### config.mk
export PLATFORM = sky130hd
export DESIGN_NAME = boot_upload_rx
export DESIGN_NICKNAME = d
export VERILOG_FILES = /design/src/rtl/upl_pkg.sv /design/src/rtl/upl_in_sync.sv /design/src/rtl/upl_step.sv /design/src/rtl/upl_addr_ctr.sv /design/src/rtl/boot_upload_rx.sv
export SDC_FILE = /design/constraint.sdc
export NUM_CORES = 1
export LEC_CHECK = 0
export ABC_CLOCK_PERIOD_IN_PS = 6300
export BUFFER_PORTS_ARGS = -buffer_cell sky130_fd_sc_hd__buf_4
export CAP_MARGIN = 20
export CORE_MARGIN = 1
export CORE_UTILIZATION = 39
export DETAILED_ROUTE_END_ITERATION = 16
export HOLD_SLACK_MARGIN = 0.1
export SYNTH_ARGS = -nofsm -noshare
export SYNTH_HDL_FRONTEND = slang
export SYNTH_SLANG_ARGS = --single-unit
export TNS_END_PERCENT = 10
### constraint.sdc
create_clock -name clk -period 6.3 [get_ports clk]
set_input_delay 0.63 -clock clk [delete_from_list [all_inputs] [get_ports clk]]
set_output_delay 0.63 -clock clk [all_outputs]
set_load 0.1 [all_outputs]
### src/rtl/upl_pkg.sv
package upl_pkg;
   typedef enum logic [1:0] {
      UPL_READY = 2'd0,
      UPL_BLOCK = 2'd1,
      UPL_HALT  = 2'd2
   } upl_st_e;
endpackage

### src/rtl/upl_in_sync.sv
module upl_in_sync #(
   parameter int unsigned W      = 32,
   parameter int unsigned STAGES = 0
) (
   input  logic         clk,
   input  logic         rst_n,
   input  logic [W-1:0] d,
   output logic [W-1:0] q
);
   generate
      if (STAGES == 0) begin : g_bypass
         assign q = d;
      end else begin : g_chain
         logic [W-1:0] chain [STAGES];
         always_ff @(posedge clk or negedge rst_n) begin
            if (!rst_n) begin
               for (int i = 0; i < STAGES; i++) chain[i] <= '0;
            end else begin
               chain[0] <= d;
               for (int i = 1; i < STAGES; i++) chain[i] <= chain[i-1];
            end
         end
         assign q = chain[STAGES-1];
      end
   endgenerate
endmodule

### src/rtl/upl_step.sv
module upl_step #(
   parameter int unsigned W = 8
) (
   input  logic [W-1:0] cnt_in,
   input  logic [W-1:0] echo,
   input  logic [W-1:0] expect_cnt,
   output logic         hold,
   output logic         advance,
   output logic         finish
);
   always_comb begin
      hold    = (cnt_in == echo);
      advance = !hold && (cnt_in == expect_cnt);
      finish  = !hold && !advance;
   end
endmodule

### src/rtl/upl_addr_ctr.sv
module upl_addr_ctr #(
   parameter int unsigned W = 16
) (
   input  logic         clk,
   input  logic         rst_n,
   input  logic         load,
   input  logic [W-1:0] load_val,
   input  logic         inc,
   output logic [W-1:0] q
);
   always_ff @(posedge clk or negedge rst_n) begin
      if (!rst_n)    q <= '0;
      else if (load) q <= load_val;
      else if (inc)  q <= q + 1'b1;
   end
endmodule

### src/rtl/boot_upload_rx.sv
module boot_upload_rx
   import upl_pkg::*;
#(
   parameter int unsigned DATA_W      = 8,
   parameter int unsigned ADDR_W      = 16,
   parameter int unsigned SYNC_STAGES = 0,
   parameter logic [7:0]  READY_LO    = 8'hAA,
   parameter logic [7:0]  READY_HI    = 8'hBB,
   parameter logic [7:0]  KICK        = 8'hCC
) (
   input  logic              clk,
   input  logic              rst_n,
   input  logic [DATA_W-1:0] host_p0,
   input  logic [DATA_W-1:0] host_p1,
   input  logic [DATA_W-1:0] host_p2,
   input  logic [DATA_W-1:0] host_p3,
   output logic [DATA_W-1:0] dev_p0,
   output logic [DATA_W-1:0] dev_p1,
   output logic [ADDR_W-1:0] ram_addr,
   output logic [DATA_W-1:0] ram_wdata,
   output logic              ram_we,
   output logic              start_pulse,
   output logic [ADDR_W-1:0] entry_addr
);
   localparam int unsigned BUS_W = 4 * DATA_W;

   generate
      if (ADDR_W != 2 * DATA_W) begin : g_bad_width
         $error("ADDR_W must be twice DATA_W");
      end
      if (DATA_W != 8) begin : g_bad_data
         $error("DATA_W must be 8 for the fixed signature bytes");
      end
   endgenerate

   logic [BUS_W-1:0]  raw_bus, sync_bus;
   logic [DATA_W-1:0] p0s, p1s, p2s, p3s;

   assign raw_bus = {host_p3, host_p2, host_p1, host_p0};

   upl_in_sync #(.W(BUS_W), .STAGES(SYNC_STAGES)) u_sync (
      .clk(clk), .rst_n(rst_n), .d(raw_bus), .q(sync_bus)
   );

   assign p0s = sync_bus[DATA_W-1:0];
   assign p1s = sync_bus[2*DATA_W-1:DATA_W];
   assign p2s = sync_bus[3*DATA_W-1:2*DATA_W];
   assign p3s = sync_bus[4*DATA_W-1:3*DATA_W];

   upl_st_e           st_q;
   logic [DATA_W-1:0] echo_q, exp_q;
   logic [ADDR_W-1:0] cur_addr;
   logic              step_hold, step_adv, step_fin;
   logic              go_ready, adv, fin, reeval, new_blk, jump;
   logic [ADDR_W-1:0] dest;

   upl_step #(.W(DATA_W)) u_step (
      .cnt_in(p0s), .echo(echo_q), .expect_cnt(exp_q),
      .hold(step_hold), .advance(step_adv), .finish(step_fin)
   );

   always_comb begin
      dest     = {p3s, p2s};
      go_ready = (st_q == UPL_READY) && (p0s == KICK);
      adv      = (st_q == UPL_BLOCK) && step_adv;
      fin      = (st_q == UPL_BLOCK) && step_fin;
      reeval   = go_ready || fin;
      new_blk  = reeval && (p1s != '0);
      jump     = reeval && (p1s == '0);
   end

   upl_addr_ctr #(.W(ADDR_W)) u_addr (
      .clk(clk), .rst_n(rst_n), .load(new_blk), .load_val(dest),
      .inc(adv), .q(cur_addr)
   );

   always_ff @(posedge clk or negedge rst_n) begin
      if (!rst_n) begin
         st_q        <= UPL_READY;
         echo_q      <= READY_LO;
         exp_q       <= '0;
         ram_we      <= 1'b0;
         ram_wdata   <= '0;
         ram_addr    <= '0;
         start_pulse <= 1'b0;
         entry_addr  <= '0;
      end else begin
         ram_we      <= adv;
         start_pulse <= jump;
         if (adv) begin
            ram_wdata <= p1s;
            ram_addr  <= cur_addr;
            echo_q    <= p0s;
            exp_q     <= exp_q + 1'b1;
         end
         if (reeval) begin
            echo_q <= p0s;
            exp_q  <= '0;
         end
         if (new_blk) st_q <= UPL_BLOCK;
         if (jump) begin
            st_q       <= UPL_HALT;
            entry_addr <= dest;
         end
      end
   end

   assign dev_p0 = echo_q;
   assign dev_p1 = (st_q == UPL_READY) ? READY_HI : '0;
endmodule

==> impl_metrics.yaml, run 1 <==
sta:
  finClkSkew_ns: 0.00860
  finalSetupViolCount: 0
  grt_setup_unrepaired: "no"
  hold_violations: 0
  max-slew-margin-rel_pct: 34.6
  max_freq_mhz: 320
  finalMaxSlewViolations: 0
  period_needed_ns: 3.13
  fin_crit_sh_pct: 49.6
  worst_pin_slew_ns: 0.980
  fin_tns_setup_ns: 0
power:
  swShare_pct: 40.8
  power.total_mw: 1.52
  p_comb_share_pct: 33.0
  leakagePower_nw: 2.13
  peakVddDrop_mv: 0.171
  intPower_mw: 0.899
  p_per_area_nw_per_um2: 337
  clkPwrFrac_pct: 24.4
  seq_power_share_pct: 42.6
  p_sw_mw: 0.620
yosys:
  ys_warn_count: 0
  async_reset_ff_share_pct: 100
  yosysSeqAreaShare_pct: 52.8
  ys_seq_elements: 76
  netlist_area_um2: 3610
  avgSynthCellArea_um2: 12.0
  synth_flop_cell: "dfrtp_1"
  synth_edf_count: 0
  synthCells: 301
  synth.distinct_cells: 48
detailed_routing:
  first_pass_iters: 12
  drtIter0Drc: 121
  wl_per_cell_um: 15.3
  drtAntennaViolNets: 0
  viasPerCell: 5.08
  drc: 2
  wirelength_mm: 7.57
  vias: 2513
cells_and_area:
  drive_above_1_share_pct: 43.4
  fin_util_pct: 50.9
  diodes: 0
  nNetsFinal: 418
  area_growth_pct: 24.8
  fillers: 822
  final_cells: 495
critical_path:
  critical-path-max-stage-delay_ns: 0.72
  cp_max_fo: 24
  arrival_ns: 3.36
  path_cells: "nor2_1 > nand3_1 > nor4_2 > o21bai_2 > nor2b_4 > mux2_2"
  slowest_stage: "nor2b_4"
  critical_path_class: "register to register"
  critPathLaunchType: "register"
  required_ns: 6.54
  crit_path_end_kind: "register"
outcome:
  status: "finished, violations left"
  violations: "design-rule violations"
floorplanning:
  die_width_um: 98.2
  coreArea_um2: 8850
  die_h_um: 98.2
  rows: 34
  pin_count: 92
  die-area_um2: 9650
  start_util_pct: 40.8
placed_design:
  place.gp.congestion: 0.791
  io_buffer_count: 89
  placed_cells_incl_taps: 479
  hpwlAfterDp_mm: 5.21
clocking:
  cts_buffer_depth: 2
  clock_latency_ns: 0.35
  clock-sinks: 76
  root_buffer: "clkbuf_8"
  clk_pin_slew_ns: 0.08
  htreeDepth: 3
  cts_tree: "yes"
  postCtsSetupBuffers: 0
  cts_buffers: 9
  postCtsResizedCells: 0
  cts_hold_buf: 0
grt:
  grt.total_usage_pct: 17.0
  antenna_found_initial: 0
  overflow: 0
  grt_pass1_wl_mm: 12.9
  grt_pass1_vias: 2541
  grt_max_degree: 77
min_path:
  hp-class: "input port to asynchronous set/reset pin"
flow_run:
  cap_viol_max_count: 0
==> final timing paths <==
check	cells after the start	from	slack (ns)	to
hold reg to reg	1	u_addr.q[15]$_DFFE_PN0P_	0.51	ram_addr[15]$_DFFE_PN0P_
max in group asynchronous	1	rst_n	5.27	u_addr.q[8]$_DFFE_PN0P_
hold / removal	1	rst_n	0.43	dev_p0[4]$_DFFE_PN0P_
setup / recovery	6	st_q[1]$_DFFE_PN0P_	3.17	entry_addr[0]$_DFFE_PN0P_
min in group clk	2	host_p2[4]	0.49	u_addr.q[4]$_DFFE_PN0P_
setup reg to reg	6	st_q[1]$_DFFE_PN0P_	3.17	entry_addr[0]$_DFFE_PN0P_
==> cells in the final DEF, fill, tap and decap left out, types with 2 or more instances in the layout <==
cell         n
a211oi_1     2
a21bo_2      2
a21oi_1      5
and4_1       2
buf_4       90
clkbuf_8     9
clkinv_2     2
clkinvlp_4   2
conb_1       2
dfrtp_1     72
dfstp_2      4
ha_1         2
inv_1        7
mux2_2      40
mux2_4       7
nand2_1     10
nand3_1     26
nand3b_1     2
nand4_1      2
nor2_1      16
nor3_1      10
nor4_1       2
nor4_2       2
nor4_4       2
o211ai_1     2
o21ai_0     13
xnor2_1     21
xor2_1      10
==> cells in the mapped netlist (all sizes together) (2+ instances only) <==
library cell / n / area, um2
dfstp: 4 / 105
o21ai: 15 / 78.8
xnor2: 21 / 184
buf: 16 / 109
o211ai: 2 / 15.0
a211oi: 2 / 15.0
mux2: 47 / 556
ha: 2 / 25.0
xor2: 10 / 87.6
nand2: 10 / 37.5
dfrtp: 72 / 1800
a21oi: 5 / 25.0
nor2b: 2 / 20.0
nand4: 2 / 12.5
nor4: 6 / 80.1
and2: 2 / 15.0
nand3b: 2 / 15.0
nor2: 16 / 60.1
clkbuf: 5 / 20.0
and4: 2 / 17.5
a21bo: 2 / 20.0
inv: 7 / 26.3
nand3: 26 / 130
nor3: 10 / 50.1
==> cell families after synthesis <==
family	Yosys count	share of synthesized area, %
other	1	0.104
buffers and inverters	28	4.30
flip-flops	76	52.8
AO/OA/AOI/OAI	33	5.96
adder cells (fa/ha/maj)	2	0.693
multiplexers	48	15.7
XOR/XNOR	31	7.52
AND/OR/NAND/NOR	82	13.0
==> metal layers <==
layer / wire length (um) / GRT usage [%] / up-vias / part of all wire, %
met2: 3470 / 25.4 / 68 / 46
met4: 142 / 7.46 / 0 / 1.9
li1: - / - / 1218 / -
met3: 304 / 3.36 / 12 / 4.0
met5: 0 / 0 / - / 0
met1: 3650 / 24.0 / 1215 / 48
==> power by group through the flow <==
| stage | registers, mW | logic (mW) | clock network [mW] |
|---|---|---|---|
| CTS | 0.647 | 0.505 | 0.381 |
| floorplan | 0.834 | 0.207 | 0 |
| global placement | 0.655 | 0.501 | 0 |
| finish | 0.646 | 0.501 | 0.371 |
| global route | 0.659 | 0.531 | 0.403 |
| detailed placement | 0.657 | 0.504 | 0 |
==> registers in the layout, indices dropped and copies added, names as in the netlist <==
signal and count:
entry_addr 16, ram_addr 16, u_addr.q 16, dev_p0 8
exp_q 8, ram_wdata 8, st_q 2, ram_we 1
start_pulse 1
==> cell type report <==
| class | instances | area, um2 | area share (%) |
|---|---|---|---|
| Clock buffer | 10 | 128 | 2.83 |
| Sequential cell | 76 | 1910 | 42.3 |
| Multi-Input combinational cell | 198 | 1570 | 34.9 |
| Timing Repair Buffer | 90 | 676 | 15.0 |
| Tap cell | 108 | 135 | 3.00 |
| Inverter | 7 | 26.3 | 0.583 |
| Clock inverter | 6 | 63.8 | 1.42 |
==> stage by stage <==
stage / setup WS, ns / hold slack (ns) / area, um2
after floorplan: 2.78 / 0.334 / 3610
after global placement: 3.01 / 0.490 / 4310
after detailed placement: 2.97 / 0.490 / 4310
after CTS: 3.12 / 0.462 / 4510
after global routing: 2.91 / 0.481 / 4510
final: 3.17 / 0.430 / 4510
==> critical path: cells and delay by family, from the launching register on <==
family           cells  cell delay, ns
flip-flops           1            0.40
multiplexers         1            0.41
AND/OR/NAND/NOR      4            1.70
AO/OA/AOI/OAI        1            0.50
Power figures use the tool's default switching activity.
==> run 2, diff against run 1 <==
- ABC_CLOCK_PERIOD_IN_PS: 6300 -> 2600
- clock period: 6.3 -> 2.6 ns (I/O delays scaled with it)
==> run 2 against run 1 <==
Net effect: the run now ends clean; die area did not move; non-clock buffer count grew 9; power up 150%; clock power grew to 2.7 times the previous value; clock skew grew 0.00072 ns; clock-buffer cell count did not move; largest power group unchanged.
==> impl_metrics.yaml, run 2 (synthesis gave the netlist of run 1 again) <==
outcome:
  status: "finished, final reports clean"
detailed_routing:
  drc: 0
  drtAntennaViolNets: 0
  wl_per_cell_um: 15.6
  viasPerCell: 5.09
  wirelength_mm: 7.84
  first_pass_iters: 6
  drtIter0Drc: 157
  vias: 2566
sta:
  grt_setup_unrepaired: "no"
  max-slew-margin-rel_pct: 34.7
  setup_ws_ns: 0.280
  worst_pin_slew_ns: 0.979
  finalMaxSlewViolations: 0
  hold_violations: 0
  fin_crit_sh_pct: 89.2
  period_needed_ns: 2.32
  fin_tns_setup_ns: 0
  finClkSkew_ns: 0.00933
  max_freq_mhz: 431
  finalSetupViolCount: 0
floorplanning:
  die_h_um: 98.2
  start_util_pct: 40.8
  coreArea_um2: 8850
  die-area_um2: 9650
  die_width_um: 98.2
  pin_count: 92
  rows: 34
placed_design:
  hpwlAfterDp_mm: 5.45
  dp_worst_setup_slack_ns: 0.285
  place.gp.congestion: 0.773
  io_buffer_count: 89
critical_path:
  critPathTopFamily: "compound AO/OA/AOI/OAI gates"
  arrival_ns: 2.55
  slowest_stage: "dfrtp_1"
  critical-path-max-stage-delay_ns: 0.45
  cp_num_buf_inv: 1
  cp_max_fo: 18
  crit_path_end_kind: "register"
  required_ns: 2.83
  critical_path_class: "register to register"
  path_cells: "xor2_1 > nor4_4 > o2111ai_4 > buf_12 > nor2_1 > a21bo_2 > o211ai_1"
  critPathLaunchType: "register"
grt:
  grt_pass1_wl_mm: 13.3
  antenna_found_initial: 0
  grt.total_usage_pct: 17.6
  globalRoute.busiestLayer: "met2"
  grt_pass1_vias: 2560
  overflow: 0
  use_met2_pct: 27.1
  grtUsageMet3_pct: 5.15
  grt_max_degree: 77
  grt_use_met1_pct: 24.2
power:
  leakagePower_nw: 2.20
  peakVddDrop_mv: 0.447
  p_per_area_nw_per_um2: 817
clocking:
  clock_latency_ns: 0.35
  root_buffer: "clkbuf_8"
  clock-sinks: 76
  clk_pin_slew_ns: 0.08
  cts_buffer_depth: 2
  cts_hold_buf: 1
  cts_buffers: 9
  htreeDepth: 3
  postCtsSetupBuffers: 0
  postCtsResizedCells: 0
  cts_tree: "yes"
cells_and_area:
  fillers: 793
  drive_above_1_share_pct: 44.7
  area_growth_pct: 28.3
  nNetsFinal: 427
  reg_top3: "entry_addr: 16 flops, ram_addr: 16 flops, u_addr.q: 16 flops"
  layout_common_cells: "buf_4 (96), dfrtp_1 (72), mux2_2 (40), nand3_1 (26), xnor2_1 (21)"
  diodes: 0
  mostFrequentLayoutCell: "buf_4"
  fin_util_pct: 52.4
flow_run:
  cap_viol_max_count: 0
min_path:
  hp-class: "input port to register"
run 2: cell count changes in the layout (fill, tap and decap cells not counted):
cell / delta
dlygate4sd3_1: +1
inv_6: -1
nor2_4: +1
clkinv_4: +1
buf_4: +6
buf_12: +2
nor2_1: -1
bufinv_16: +1
clkinv_2: -1
run 2: where the power goes:
part,switching [mW],internal [mW],total [mW]
logic,0.857,0.372,1.23
clock network,0.448,0.541,0.989
registers,0.197,1.37,1.57
total,1.50,2.29,3.79
run 2: layout make-up:
| cell class | count | area (um2) | share of cell area, % |
|---|---|---|---|
| Clock inverter | 6 | 88.8 | 1.92 |
| Sequential cell | 76 | 1910 | 41.2 |
| Tap cell | 108 | 135 | 2.92 |
| Multi-Input combinational cell | 198 | 1580 | 34.1 |
| Timing Repair Buffer | 99 | 771 | 16.6 |
| Clock buffer | 10 | 128 | 2.75 |
| Inverter | 7 | 26.3 | 0.567 |
run 2: final timing paths:
path                                              to  cells after the start  slack [ns]                     from
max                         u_addr.q[13]$_DFFE_PN0P_                      7        0.28     exp_q[4]$_DFFE_PN0P_
min                          u_addr.q[4]$_DFFE_PN0P_                      2        0.14               host_p2[4]
max reg2reg                 u_addr.q[13]$_DFFE_PN0P_                      7        0.28     exp_q[4]$_DFFE_PN0P_
min reg2reg                  ram_addr[7]$_DFFE_PN0P_                      1        0.51  ram_addr[7]$_DFFE_PN0P_
max in group asynchronous  entry_addr[2]$_DFFE_PN0P_                      2        1.35                    rst_n
min in group asynchronous      dev_p0[4]$_DFFE_PN0P_                      2        0.61                    rst_n
run 2: metrics by stage:
stage               std cells  hold WS [ns]  cell area, um2  total power, mW
global route              504         0.121            4630             3.98
finish                    504         0.142            4630             3.79
global placement          487         0.478            4410             2.81
detailed placement        487         0.484            4410             2.83
CTS                       504         0.131            4630             3.83
floorplan                 302       -0.0356            3620             2.52
run 2: metal layers:
layer | routed length [um] | part of all wire, %
met5 | 0 | 0
met4 | 82 | 1.0
met3 | 370 | 4.7
met2 | 3640 | 46
met1 | 3750 | 48
